### config.mk
export PLATFORM = sky130hd
export DESIGN_NAME = ddr_gear_serializer
export DESIGN_NICKNAME = d
export VERILOG_FILES = /design/src/rtl/gear_pkg.sv /design/src/rtl/gear_ctrl.sv /design/src/rtl/gear_shift.sv /design/src/rtl/gear_clkgen.sv /design/src/rtl/ddr_gear_serializer.sv
export SDC_FILE = /design/constraint.sdc
export NUM_CORES = 1
export LEC_CHECK = 0
export BUFFER_PORTS_ARGS = -buffer_cell sky130_fd_sc_hd__buf_2
export CAP_MARGIN = 10
export CORE_AREA = 2 2 58 60
export CTS_BUF_LIST = sky130_fd_sc_hd__clkbuf_16
export CTS_CLUSTER_SIZE = 24
export DETAILED_ROUTE_END_ITERATION = 8
export DIE_AREA = 0 0 60 62
export PLACE_DENSITY = 0.49
export SYNTH_ARGS = -nofsm -noshare
export SYNTH_HDL_FRONTEND = slang
export SYNTH_SLANG_ARGS = --single-unit
### constraint.sdc
create_clock -name clk -period 5.4 [get_ports clk]
set_input_delay 1.08 -clock clk [delete_from_list [all_inputs] [get_ports clk]]
set_output_delay 1.08 -clock clk [all_outputs]
set_load 0.01 [all_outputs]
### src/rtl/gear_pkg.sv
package gear_pkg;

    typedef enum logic [1:0] {
        GEAR_2   = 2'b00,
        GEAR_4   = 2'b01,
        GEAR_7   = 2'b10,
        GEAR_RSV = 2'b11
    } gear_mode_e;

    typedef enum logic [1:0] {
        ST_HOLD  = 2'b00,
        ST_PRIME = 2'b01,
        ST_SHIFT = 2'b10
    } ser_state_e;

    // bits per word for a gearing mode; reserved code falls back to 2:1
    function automatic int unsigned gear_ratio(gear_mode_e m);
        case (m)
            GEAR_4:  return 4;
            GEAR_7:  return 7;
            default: return 2;
        endcase
    endfunction

    // bits per word during which the forwarded clock is high
    function automatic int unsigned gear_high(gear_mode_e m);
        return (gear_ratio(m) + 1) / 2;
    endfunction

endpackage

### src/rtl/gear_ctrl.sv
module gear_ctrl
    import gear_pkg::*;
#(
    parameter int CNT_W = 3
) (
    input  logic             clk,
    input  logic             rst_n,
    input  gear_mode_e       mode_i,
    output logic             load_o,
    output logic             shift_o,
    output logic [CNT_W-1:0] cnt_o,
    output gear_mode_e       mode_q_o
);

    ser_state_e       state_q, state_nxt;
    logic [CNT_W-1:0] cnt_q;
    gear_mode_e       mode_q;
    logic             last_bit;

    assign last_bit = (cnt_q == CNT_W'(gear_ratio(mode_q) - 1));

    // state register
    always_ff @(posedge clk or negedge rst_n) begin
        if (!rst_n) state_q <= ST_HOLD;
        else        state_q <= state_nxt;
    end

    always_comb begin
        unique case (state_q)
            ST_HOLD:  state_nxt = ST_PRIME;
            ST_PRIME: state_nxt = ST_SHIFT;
            ST_SHIFT: state_nxt = ST_SHIFT;
            default:  state_nxt = ST_HOLD;
        endcase
    end

    // outputs of the state machine
    always_comb begin
        load_o  = 1'b0;
        shift_o = 1'b0;
        unique case (state_q)
            ST_HOLD:  ;
            ST_PRIME: load_o = 1'b1;
            ST_SHIFT: begin
                shift_o = 1'b1;
                load_o  = last_bit;
            end
            default:  ;
        endcase
    end

    // bit counter and latched gearing
    always_ff @(posedge clk or negedge rst_n) begin
        if (!rst_n) begin
            cnt_q  <= '0;
            mode_q <= GEAR_2;
        end else if (load_o) begin
            cnt_q  <= '0;
            mode_q <= mode_i;
        end else if (shift_o) begin
            cnt_q  <= cnt_q + 1'b1;
        end
    end

    assign cnt_o    = cnt_q;
    assign mode_q_o = mode_q;


    capture_restart_chk: assert property (@(posedge clk) disable iff (!rst_n)
        load_o |=> (shift_o && cnt_q == '0));


    mode_hold_chk: assert property (@(posedge clk) disable iff (!rst_n)
        !load_o |=> $stable(mode_q));


    prime_after_hold_chk: assert property (@(posedge clk) disable iff (!rst_n)
        (!load_o && !shift_o) |=> (load_o && !shift_o));

endmodule

### src/rtl/gear_shift.sv
module gear_shift #(
    parameter int WORD_W = 7
) (
    input  logic              clk,
    input  logic              rst_n,
    input  logic              load_i,
    input  logic              shift_i,
    input  logic [WORD_W-1:0] data_i,
    output logic              ser_o
);

    logic [WORD_W-1:0] sreg_q;

    always_ff @(posedge clk or negedge rst_n) begin
        if (!rst_n)       sreg_q <= '0;
        else if (load_i)  sreg_q <= data_i;
        else if (shift_i) sreg_q <= sreg_q >> 1;
    end

    assign ser_o = shift_i & sreg_q[0];


    lsb_first_chk: assert property (@(posedge clk) disable iff (!rst_n)
        (shift_i && !load_i) |=> (sreg_q[WORD_W-2:0] == $past(sreg_q[WORD_W-1:1])));

endmodule

### src/rtl/gear_clkgen.sv
module gear_clkgen
    import gear_pkg::*;
#(
    parameter int CNT_W = 3
) (
    input  logic             clk,
    input  logic             rst_n,
    input  logic             active_i,
    input  logic [CNT_W-1:0] cnt_i,
    input  gear_mode_e       mode_i,
    output logic             fwd_clk_o
);

    assign fwd_clk_o = active_i && (cnt_i < CNT_W'(gear_high(mode_i)));


    clk_rise_boundary_chk: assert property (@(posedge clk) disable iff (!rst_n)
        $rose(fwd_clk_o) |-> (cnt_i == '0));


    clk_idle_low_chk: assert property (@(posedge clk) disable iff (!rst_n)
        !active_i |-> !fwd_clk_o);

endmodule

### src/rtl/ddr_gear_serializer.sv
module ddr_gear_serializer
    import gear_pkg::*;
#(
    parameter int WORD_W = 7
) (
    input  logic              clk,
    input  logic              rst_n,
    input  logic [1:0]        mode,
    input  logic [WORD_W-1:0] par_data,
    output logic              word_req,
    output logic              ser_out,
    output logic              fwd_clk
);

    localparam int CNT_W = (WORD_W > 1) ? $clog2(WORD_W) : 1;

    logic             load, shift;
    logic [CNT_W-1:0] cnt;
    gear_mode_e       mode_q;

    gear_ctrl #(.CNT_W(CNT_W)) ctrl_i (
        .clk      (clk),
        .rst_n    (rst_n),
        .mode_i   (gear_mode_e'(mode)),
        .load_o   (load),
        .shift_o  (shift),
        .cnt_o    (cnt),
        .mode_q_o (mode_q)
    );

    gear_shift #(.WORD_W(WORD_W)) shift_i (
        .clk     (clk),
        .rst_n   (rst_n),
        .load_i  (load),
        .shift_i (shift),
        .data_i  (par_data),
        .ser_o   (ser_out)
    );

    gear_clkgen #(.CNT_W(CNT_W)) clkgen_i (
        .clk       (clk),
        .rst_n     (rst_n),
        .active_i  (shift),
        .cnt_i     (cnt),
        .mode_i    (mode_q),
        .fwd_clk_o (fwd_clk)
    );

    assign word_req = load;


    quiet_in_reset_chk: assert property (@(posedge clk)
        !rst_n |-> (!word_req && !ser_out && !fwd_clk));


    single_req_chk: assert property (@(posedge clk) disable iff (!rst_n)
        (word_req && shift) |=> !word_req);

endmodule

==> summary.txt <==
Run status
  • Status: finished clean

Global routing
  • Total track usage: 0.125
  • Vias in the first global route: 749
  • Global route total overflow: 0
  • Initial antenna violation count: 0
  • Largest net degree at the start of global routing: 23
  • First-pass GRT wire length: 3.46 mm

Place
  • Placed Area: about 1100 um^2
  • Final GP Congestion: 0.728
  • Pre-CTS setup slack: approximately 2300 ps
  • Port buffer count: 13
  • DP Cell Count: 152
  • Post-DP HPWL: 1.49 mm

Critical path
  • Startpoint types: flop
  • Worst flop-to-flop path endpoint: ctrl_i.mode_q_o[1]
  • CP Data Required Time: 4320 ps
  • Endpoint class of the critical path: output pin
  • Crit-path max FO: 11
  • Worst Path Arrival: 2220 ps
  • Crit Path Class: flop to output pin
  • R2r startpoint: ctrl_i.state_q[0]
  • Reg2Reg Setup Slack: 3120 ps
  • Reg2Reg Depth: 5

Power and ir drop
  • Power, Total: 0.699 mW
  • Leakage: slightly below 0.6 nW
  • Peak supply drop: 0.273 mV
  • Pwr dens: 601 nW/um^2

Cells and area
  • Share of cells above drive strength 1: 0.183
  • Post-Layout Cell Count: 155
  • Net count reported at finish: between 100 and 150
  • Antenna Cells: 0
  • Design area: 1160 um^2
  • Area Overhead vs Synth: 13.4%

Synthesis
  • Post-synthesis cell area: 1030 um^2
  • Cell with the most instances after synthesis: dfrtp_1
  • Synth Instances: 102
  • Register area share after synthesis: 0.341
  • Synthesized flop and latch total: 14
  • Ys async rst share: 1.00
  • Synth cell types: 29
  • Syn Nets: 122
  • Number of synthesis warnings: 0
  • Yosys top cell by area: dfrtp_1
  • Most instantiated cells after synthesis: 14 x dfrtp_1, 12 x nand3b_1, 9 x ha_1
  • Post-synth top flop: dfrtp_1
  • Synth area leaders: dfrtp_1 34%, ha_1 11%, nand3b_1 8.8%, mux2i_1 6.8%, o41ai_1 6.8%
  • Post-synthesis area per instance: 10.1 um^2
  • Number of enable flip-flop cells after synthesis: 0
  • Top cell type's share of synthesized area: 0.341

Die
  • Rows: 21
  • Full die area: 3720 um^2
  • Die Y: 62 um
  • Die width: 60 um
  • Core ar.: 3180 um^2
  • # IOs: 14
  • Starting Density: 0.323

Detailed routing
  • DR vias: 780
  • Routed len/inst: 13.3 um
  • Antenna-violating nets left: 0
  • Total wire length: 2.06 mm
  • Drc violations: 0
  • Vias per std cell: 5.03
  • Drt pass-1 iters: 4
  • Initial DRC Count: 11

Timing
  • Fin crit period: 3300 ps
  • Final setup TNS: 0 ps
  • RSZ-0062 raised after global routing: false
  • Skew final: 2.09 ps
  • Max Slew Vio Count: 0
  • Max_slew headroom: 0.352
  • Final setup violation count: 0
  • F_max: 303 MHz
  • Worst-Margin Slew: 965 ps
  • Final hold violations: 0
  • Final WS setup: 2100 ps
  • Fin crit share: 0.611

Hold path
  • Min-Delay Endpoint: ctrl_i.mode_q_o[0]
  • Hold Path Class: flop to flop
  • Hold Path Depth: 1
  • Hold_sp: ctrl_i.mode_q_o[0]

Run
  • Number of max-cap violations: 0

Clock tree
  • CTS tree: yes
  • Hold_buf cts: 0
  • Post-cts gate resize count: 0
  • Post-CTS Setup Bufs: 0
  • TritonCTS Sinks: 14
  • Clk_lat worst skew: between 200 and 250 ps
  • Htree depth: 1
  • Num CTS Buffers: 3
  • Root Driver: clkbuf_16
  • Reg clk slew, reported paths: 40 ps
  • Clock Path Buffers: 2
stage by stage:
stage / util / hold slack, ps
floorplan: - / 501
global placement: 0.342 / 521
detailed placement: 0.342 / 534
CTS: 0.366 / 544
global route: 0.366 / 558
finish: 0.366 / 536
layer usage:
layer  global-route usage  up-vias  part of all wire
li1                     -      392                 -
met1                0.167      372              0.48
met2                0.200       16              0.48
met3               0.0455        0             0.045
met4               0.0190        0                 0
met5                    0        -                 0
critical path, stage by stage (launching register included):
cell and delay (ps):
dfrtp_1 370, inv_1 70, ha_1 320, xnor2_1 750
nor4b_1 130, o21a_1 200, buf_2 130
cells by family after synthesis:
logic type	after synthesis	share of synthesized area
adder cells (fa/ha/maj)	9	0.110
AO/OA/AOI/OAI	20	0.150
flip-flops	14	0.341
AND/OR/NAND/NOR	32	0.207
buffers and inverters	15	0.0805
multiplexers	7	0.0683
XOR/XNOR	5	0.0427
layout make-up:
type                            instances  area (um^2)
Multi-Input combinational cell         73          593
Clock buffer                            3         75.1
Inverter                                6         22.5
Timing Repair Buffer                   13         65.1
Sequential cell                        14          350
Fill cell                             324         2020
Tap cell                               46         57.6
layout by cell type (no fill, tap or decap), drive strengths merged, types with 2 or more instances in the layout:
master / n
o41ai: 8
nor3: 3
mux2i: 7
xor2: 2
inv: 6
nand3: 4
nand3b: 12
a31oi: 6
dfrtp: 14
clkbuf: 3
nand2: 4
buf: 13
nand2b: 2
xnor2: 3
and2: 2
ha: 9
a31o: 2
state kept, by name, summed over array words and instances (netlist names):
register / flops
ctrl_i.cnt_o: 3
ctrl_i.state_q: 2
ctrl_i.mode_q_o: 2
shift_i.sreg_q: 7
worst max-delay path by stage:
| stage | from | to | slack, ps | cells after the start |
|---|---|---|---|---|
| 2_1_floorplan | ctrl_i.mode_q_o[0] | word_req | 2850 | 6 |
| 3_3_place_gp | ctrl_i.mode_q_o[0] | word_req | 2420 | 6 |
| 3_5_place_dp | ctrl_i.mode_q_o[0] | word_req | 2330 | 6 |
| 4_1_cts | ctrl_i.mode_q_o[0] | word_req | 2080 | 6 |
| 5_1_grt | ctrl_i.mode_q_o[0] | word_req | 1930 | 6 |
| 6_report | ctrl_i.mode_q_o[0] | word_req | 2100 | 6 |
power by group:
group	internal, mW	switching (mW)	total (mW)
Clock	0.0966	0.0389	0.135
Combinational	0.161	0.214	0.375
Sequential	0.154	0.0350	0.189
No activity file was read; power rests on OpenSTA's default activity.
